<file path="src/rtl/tick_pkg.sv">
package tick_pkg;
  localparam int unsigned TK_CNT_W  = 24;
  localparam int unsigned TK_DATA_W = 32;
  localparam int unsigned TK_ADDR_W = 2;

  // word addresses
  localparam logic [TK_ADDR_W-1:0] A_CTRL   = 2'd0;
  localparam logic [TK_ADDR_W-1:0] A_RELOAD = 2'd1;
  localparam logic [TK_ADDR_W-1:0] A_CUR    = 2'd2;

  // control/status bit positions
  localparam int unsigned B_RUN  = 0;
  localparam int unsigned B_IRQE = 1;
  localparam int unsigned B_SRC  = 2;
  localparam int unsigned B_FLAG = 16;

  // next count on a counted cycle
  function automatic logic [TK_CNT_W-1:0] f_next_count(
    input logic [TK_CNT_W-1:0] cur,
    input logic [TK_CNT_W-1:0] rld
  );
    return (cur == '0) ? rld : cur - TK_CNT_W'(1);
  endfunction

  // true when a counted cycle steps 1 -> 0
  function automatic logic f_is_wrap(input logic [TK_CNT_W-1:0] cur);
    return cur == TK_CNT_W'(1);
  endfunction
endpackage

</file>
<file path="src/rtl/tick_bus_decode.sv">
module tick_bus_decode
  import tick_pkg::*;
#(
  parameter int unsigned ADDR_W = TK_ADDR_W
) (
  input  logic              sel_i,
  input  logic              wr_i,
  input  logic [ADDR_W-1:0] addr_i,
  output logic              wr_ctrl_o,
  output logic              wr_reload_o,
  output logic              wr_cur_o,
  output logic              rd_ctrl_o
);
  always_comb begin
    wr_ctrl_o   = sel_i &&  wr_i && (addr_i == A_CTRL);
    wr_reload_o = sel_i &&  wr_i && (addr_i == A_RELOAD);
    wr_cur_o    = sel_i &&  wr_i && (addr_i == A_CUR);
    rd_ctrl_o   = sel_i && !wr_i && (addr_i == A_CTRL);
  end
endmodule

</file>
<file path="src/rtl/tick_ctrl_regs.sv">
module tick_ctrl_regs (
  input  logic clk,
  input  logic rst_n,
  input  logic wr_ctrl_i,
  input  logic rd_ctrl_i,
  input  logic run_d_i,
  input  logic irqe_d_i,
  input  logic src_d_i,
  input  logic wrap_i,
  output logic run_o,
  output logic irqe_o,
  output logic src_o,
  output logic flag_o,
  output logic irq_o
);
  always_ff @(posedge clk or negedge rst_n) begin
    if (!rst_n) begin
      run_o  <= 1'b0;
      irqe_o <= 1'b0;
      src_o  <= 1'b0;
      flag_o <= 1'b0;
      irq_o  <= 1'b0;
    end else begin
      if (wr_ctrl_i) begin
        run_o  <= run_d_i;
        irqe_o <= irqe_d_i;
        src_o  <= src_d_i;
      end
      // set wins over read-clear
      if (wrap_i)         flag_o <= 1'b1;
      else if (rd_ctrl_i) flag_o <= 1'b0;
      irq_o <= wrap_i && irqe_o;
    end
  end
endmodule

</file>
<file path="src/rtl/tick_down_counter.sv">
module tick_down_counter
  import tick_pkg::*;
#(
  parameter int unsigned CNT_W = TK_CNT_W
) (
  input  logic             clk,
  input  logic             rst_n,
  input  logic             step_i,
  input  logic             clr_i,
  input  logic             ld_reload_i,
  input  logic [CNT_W-1:0] reload_d_i,
  output logic [CNT_W-1:0] cnt_o,
  output logic [CNT_W-1:0] reload_o,
  output logic             wrap_o
);
  assign wrap_o = step_i && f_is_wrap(cnt_o);

  always_ff @(posedge clk or negedge rst_n) begin
    if (!rst_n) begin
      cnt_o    <= '0;
      reload_o <= '0;
    end else begin
      if (ld_reload_i) reload_o <= reload_d_i;
      if (clr_i)       cnt_o <= '0;
      else if (step_i) cnt_o <= f_next_count(cnt_o, reload_o);
    end
  end
endmodule

</file>
<file path="src/rtl/sys_tick_timer.sv">
module sys_tick_timer
  import tick_pkg::*;
#(
  parameter int unsigned CNT_W  = TK_CNT_W,
  parameter int unsigned DATA_W = TK_DATA_W,
  parameter int unsigned ADDR_W = TK_ADDR_W
) (
  input  logic              clk,
  input  logic              rst_n,
  input  logic              ref_tick_i,
  input  logic              bus_sel_i,
  input  logic              bus_wr_i,
  input  logic [ADDR_W-1:0] bus_addr_i,
  input  logic [DATA_W-1:0] bus_wdata_i,
  output logic [DATA_W-1:0] bus_rdata_o,
  output logic              tick_irq_o
);
  localparam int unsigned PAD_W = DATA_W - CNT_W;

  // named internal events
  logic             wr_ctrl, wr_reload, wr_cur, rd_ctrl;
  logic             ctl_run, ctl_irqe, ctl_src, wrap_flag;
  logic             count_en, wrap_evt;
  logic [CNT_W-1:0] cnt_q, reload_q;

  tick_bus_decode #(.ADDR_W(ADDR_W)) u_dec (
    .sel_i       (bus_sel_i),
    .wr_i        (bus_wr_i),
    .addr_i      (bus_addr_i),
    .wr_ctrl_o   (wr_ctrl),
    .wr_reload_o (wr_reload),
    .wr_cur_o    (wr_cur),
    .rd_ctrl_o   (rd_ctrl)
  );

  tick_ctrl_regs u_ctl (
    .clk       (clk),
    .rst_n     (rst_n),
    .wr_ctrl_i (wr_ctrl),
    .rd_ctrl_i (rd_ctrl),
    .run_d_i   (bus_wdata_i[B_RUN]),
    .irqe_d_i  (bus_wdata_i[B_IRQE]),
    .src_d_i   (bus_wdata_i[B_SRC]),
    .wrap_i    (wrap_evt),
    .run_o     (ctl_run),
    .irqe_o    (ctl_irqe),
    .src_o     (ctl_src),
    .flag_o    (wrap_flag),
    .irq_o     (tick_irq_o)
  );

  assign count_en = ctl_run && (ctl_src || ref_tick_i);

  tick_down_counter #(.CNT_W(CNT_W)) u_cnt (
    .clk         (clk),
    .rst_n       (rst_n),
    .step_i      (count_en),
    .clr_i       (wr_cur),
    .ld_reload_i (wr_reload),
    .reload_d_i  (bus_wdata_i[CNT_W-1:0]),
    .cnt_o       (cnt_q),
    .reload_o    (reload_q),
    .wrap_o      (wrap_evt)
  );

  always_comb begin
    bus_rdata_o = '0;
    if (bus_sel_i && !bus_wr_i) begin
      case (bus_addr_i)
        A_CTRL: begin
          bus_rdata_o[B_RUN]  = ctl_run;
          bus_rdata_o[B_IRQE] = ctl_irqe;
          bus_rdata_o[B_SRC]  = ctl_src;
          bus_rdata_o[B_FLAG] = wrap_flag;
        end
        A_RELOAD: bus_rdata_o = {{PAD_W{1'b0}}, reload_q};
        A_CUR:    bus_rdata_o = {{PAD_W{1'b0}}, cnt_q};
        default:  bus_rdata_o = '0;
      endcase
    end
  end
endmodule

</file>
<file path="config.mk">
export PLATFORM = sky130hd
export DESIGN_NAME = sys_tick_timer
export DESIGN_NICKNAME = d
export VERILOG_FILES = /design/src/rtl/tick_pkg.sv /design/src/rtl/tick_bus_decode.sv /design/src/rtl/tick_ctrl_regs.sv /design/src/rtl/tick_down_counter.sv /design/src/rtl/sys_tick_timer.sv
export SDC_FILE = /design/constraint.sdc
export NUM_CORES = 1
export LEC_CHECK = 0
export ABC_AREA = 1
export BUFFER_PORTS_ARGS = -buffer_cell sky130_fd_sc_hd__buf_2
export CAP_MARGIN = 10
export CORE_MARGIN = 8
export CORE_UTILIZATION = 30
export CTS_BUF_LIST = sky130_fd_sc_hd__clkbuf_8 sky130_fd_sc_hd__clkbuf_16
export CTS_CLUSTER_SIZE = 40
export DETAILED_ROUTE_END_ITERATION = 16
export GPL_TIMING_DRIVEN = 0
export HOLD_SLACK_MARGIN = 0.1
export PLACE_DENSITY = 0.51
export SKIP_LAST_GASP = 1
export SLEW_MARGIN = 25
export SYNTH_ARGS = -nofsm -noshare
export SYNTH_HDL_FRONTEND = slang
export SYNTH_SLANG_ARGS = --single-unit
</file>
<file path="constraint.sdc">
create_clock -name clk -period 2.7 [get_ports clk]
set_input_delay 0.27 -clock clk [delete_from_list [all_inputs] [get_ports clk]]
set_output_delay 0.27 -clock clk [all_outputs]
set_load 0.005 [all_outputs]
</file>
==> flow_summary.ini <==
[outcome]
status = finished clean

[worst_setup_path]
crit_arrival_ns = 1.74
setup.worst_path.class = primary input to primary output
required_ns = 2.43
cp-start-kind = primary input
r2r_start = u_cnt.cnt_o[8]$_DFFE_PN0P_
r2r-end = u_cnt.cnt_o[7]$_DFFE_PN0P_
crit_buf_inv = 5
critPathTopFamily = buffers and inverters
end_kind = primary output
worst-r2r-setup-slack_ns = 0.90
path_max_fanout = 10
crit_path_cell_trace = buf_2, inv_1, ha_1, clkbuf_1, clkbuf_1, nand2_1, a21oi_1, buf_2
r2r_cells = 7
cpMaxStageDelayCell = clkbuf_1
critPathMaxStageDelay_ns = 0.43

[sta]
rsz0062_at_grt = false
drv_slew = 0
fin_crit_sh_pct = 74.62
setup_viol = 0
fmax_mhz = 496.3
tns_ns = 0
worst_slew_pin_slew_ns = 0.7086
skew_ns = 0.008459
slew_headroom_pct = 52.76
hold_viol_final = 0
fin_crit_ns = 2.015

[synth]
syn_avg_cell_area_um2 = 6.707
ys_seq_area_share_pct = 36.55
yosysWarnings = 0
synthDominantCellAreaShare_pct = 36.55
yosysUniqueCellTypes = 29
synthTopCellsByArea = dfrtp_1 37%, nand2_1 19%, inv_1 7.1%
postSynthCellCount = 541
synth.largest_area_cell = dfrtp_1
syn_area_um2 = 3628
synth_seq_cells = 53

[route]
drc_errors = 0
num_vias = 3505
first_pass_iters = 5
drt_iter0_drc = 290
postRouteWirelength_um = 10880
antenna_left = 0
viasPerCell = 4.618
wire_per_inst_um = 14.34

[place]
dp_hpwl_um = 8552
io_buffer_count = 55
gp_congestion = 0.8176
place_area_um2 = 4116

[clock_network]
clk_latency_ns = 0.30
cts.clk_slew.worst_paths_ns = 0.07
cts_buffers = 5
cts_tree = yes
htree_levels = 2
clockBufferDepth = 2
cts_setup_buffers = 0
root_buffer = clkbuf_16
cts_num_sinks = 53

[power_and_ir_drop]
pwr-share-comb_pct = 49.3
ir_drop_uv = 395.1
p_leak_nw = 2.350
seq_power_share_pct = 32.3
switching_power_mw = 1.933
swShare_pct = 47.72
power_density_nw_per_um2 = 943.4
clockPowerShare_pct = 18.4
p_int_mw = 2.118

[finish]
fin_nets = 657
syn_to_final_growth_pct = 18.34
drive_gt1_share_pct = 16.83
final_common_cell = nand2_1
insertedDiodeCount = 0
final_cell_mix = 184 x nand2_1, 70 x inv_1, 57 x buf_2
fin_area_um2 = 4294
fillers = 1287

[run]
drv_cap = 0

[hold_path]
holdPathEnd = u_cnt.reload_o[10]$_DFFE_PN0P_
hp-class = primary input to register
min_from = bus_wdata_i[10]
whs_path_depth = 3

[floorplan]
start_util_pct = 30.46
die_h_um = 126.0
die_area_um2 = 15870
core_um2 = 11910
io_pins = 72
placementRows = 40
die_width_um = 126.0

[global_route]
grt_max_degree = 54
track_usage_pct = 14.14
antenna_found_initial = 0
grt_pass1_vias = 3494
grt_pass1_wl_um = 18190
grt_overflow = 0
==> power by group through the flow <==
stage	Combinational (mW)	Clock (mW)	Sequential (mW)
5_1_grt	2.31	0.786	1.35
4_1_cts	2.01	0.756	1.30
3_5_place_dp	2.00	0	1.32
2_1_floorplan	1.57	0	1.22
3_3_place_gp	1.96	0	1.31
6_report	2.00	0.745	1.31
==> state kept, by name, indices dropped and copies added, names as in the netlist <==
name / cells
u_ctl.irqe_o: 1
u_ctl.src_o: 1
u_ctl.flag_o: 1
u_cnt.reload_o: 24
u_ctl.irq_o: 1
u_ctl.run_o: 1
u_cnt.cnt_o: 24
==> how the worst max path moves through the flow <==
| stage | from | to | depth (start not counted) |
|---|---|---|---|
| floorplan | u_cnt.cnt_o[0]$_DFFE_PN0P_ | u_cnt.cnt_o[10]$_DFFE_PN0P_ | 9 |
| global placement | bus_addr_i[1] | u_cnt.reload_o[17]$_DFFE_PN0P_ | 7 |
| detailed placement | bus_addr_i[1] | u_cnt.reload_o[21]$_DFFE_PN0P_ | 7 |
| CTS | bus_addr_i[0] | bus_rdata_o[13] | 8 |
| global route | bus_addr_i[0] | bus_rdata_o[10] | 8 |
| finish | bus_addr_i[0] | bus_rdata_o[13] | 8 |
==> cell type report <==
type / instances / area, um^2 / area share (%)
Sequential cell: 53 / 1326 / 30.89
Clock inverter: 3 / 42.54 / 0.9907
Inverter: 69 / 259.0 / 6.031
Multi-Input combinational cell: 399 / 1912 / 44.52
Timing Repair Buffer: 56 / 287.8 / 6.702
Clock buffer: 5 / 125.1 / 2.914
Buffer: 27 / 157.7 / 3.671
Tap cell: 147 / 183.9 / 4.283
==> Yosys cell counts, drive strengths merged <==
| master | count |
|---|---|
| o221ai | 1 |
| nand3b | 2 |
| clkbuf | 12 |
| nand3 | 39 |
| buf | 15 |
| dfrtp | 53 |
| nand2 | 192 |
| nand4 | 11 |
| o21ai | 9 |
| ha | 7 |
| o211ai | 3 |
| nor2 | 68 |
| xor2 | 3 |
| conb | 1 |
| inv | 69 |
| a21oi | 52 |
| xnor2 | 4 |
==> logic make-up (layout without fill, tap and decap cells) <==
group | Yosys count | in the layout | share of synthesized area (%)
adder cells (fa/ha/maj) | 7 | 7 | 2.414
AND/OR/NAND/NOR | 312 | 312 | 37.86
XOR/XNOR | 7 | 7 | 1.690
other | 1 | 8 | 0.1033
AO/OA/AOI/OAI | 65 | 65 | 9.896
buffers and inverters | 96 | 160 | 11.48
flip-flops | 53 | 53 | 36.55
==> layer usage <==
| layer | routed length (um) | vias up | GRT usage (%) |
|---|---|---|---|
| met5 | 0 | - | 0 |
| met4 | 178 | 0 | 4.459 |
| met3 | 510 | 11 | 2.236 |
| met2 | 4981 | 87 | 22.76 |
| met1 | 5214 | 1598 | 18.95 |
| li1 | - | 1809 | - |
==> per-stage QoR <==
step                cells  total power [mW]  utilization (%)  worst slack [ns]  hold WS, ns
floorplan             548             2.787                -             1.227     -0.02559
global placement      750             3.277            34.54            0.5935       0.4700
detailed placement    750             3.315            34.56            0.5854       0.3717
CTS                   759             4.075            36.05            0.6616       0.2134
global route          759             4.447            36.05            0.5263       0.2181
finish                759             4.051            36.05            0.6852       0.2151
==> what timing repair did <==
| item | in CTS | in global routing |
|---|---|---|
| endpoints found under the hold margin | 53 | 0 |
| gates resized for setup | 0 | 0 |
| hold buffers | 1 | 0 |
==> tightest hold or removal path, stage by stage <==
cell and delay (ns):
buf_2 0.08, nor2_1 0.03, a21oi_1 0.09
(Power assumes the default switching activity.)
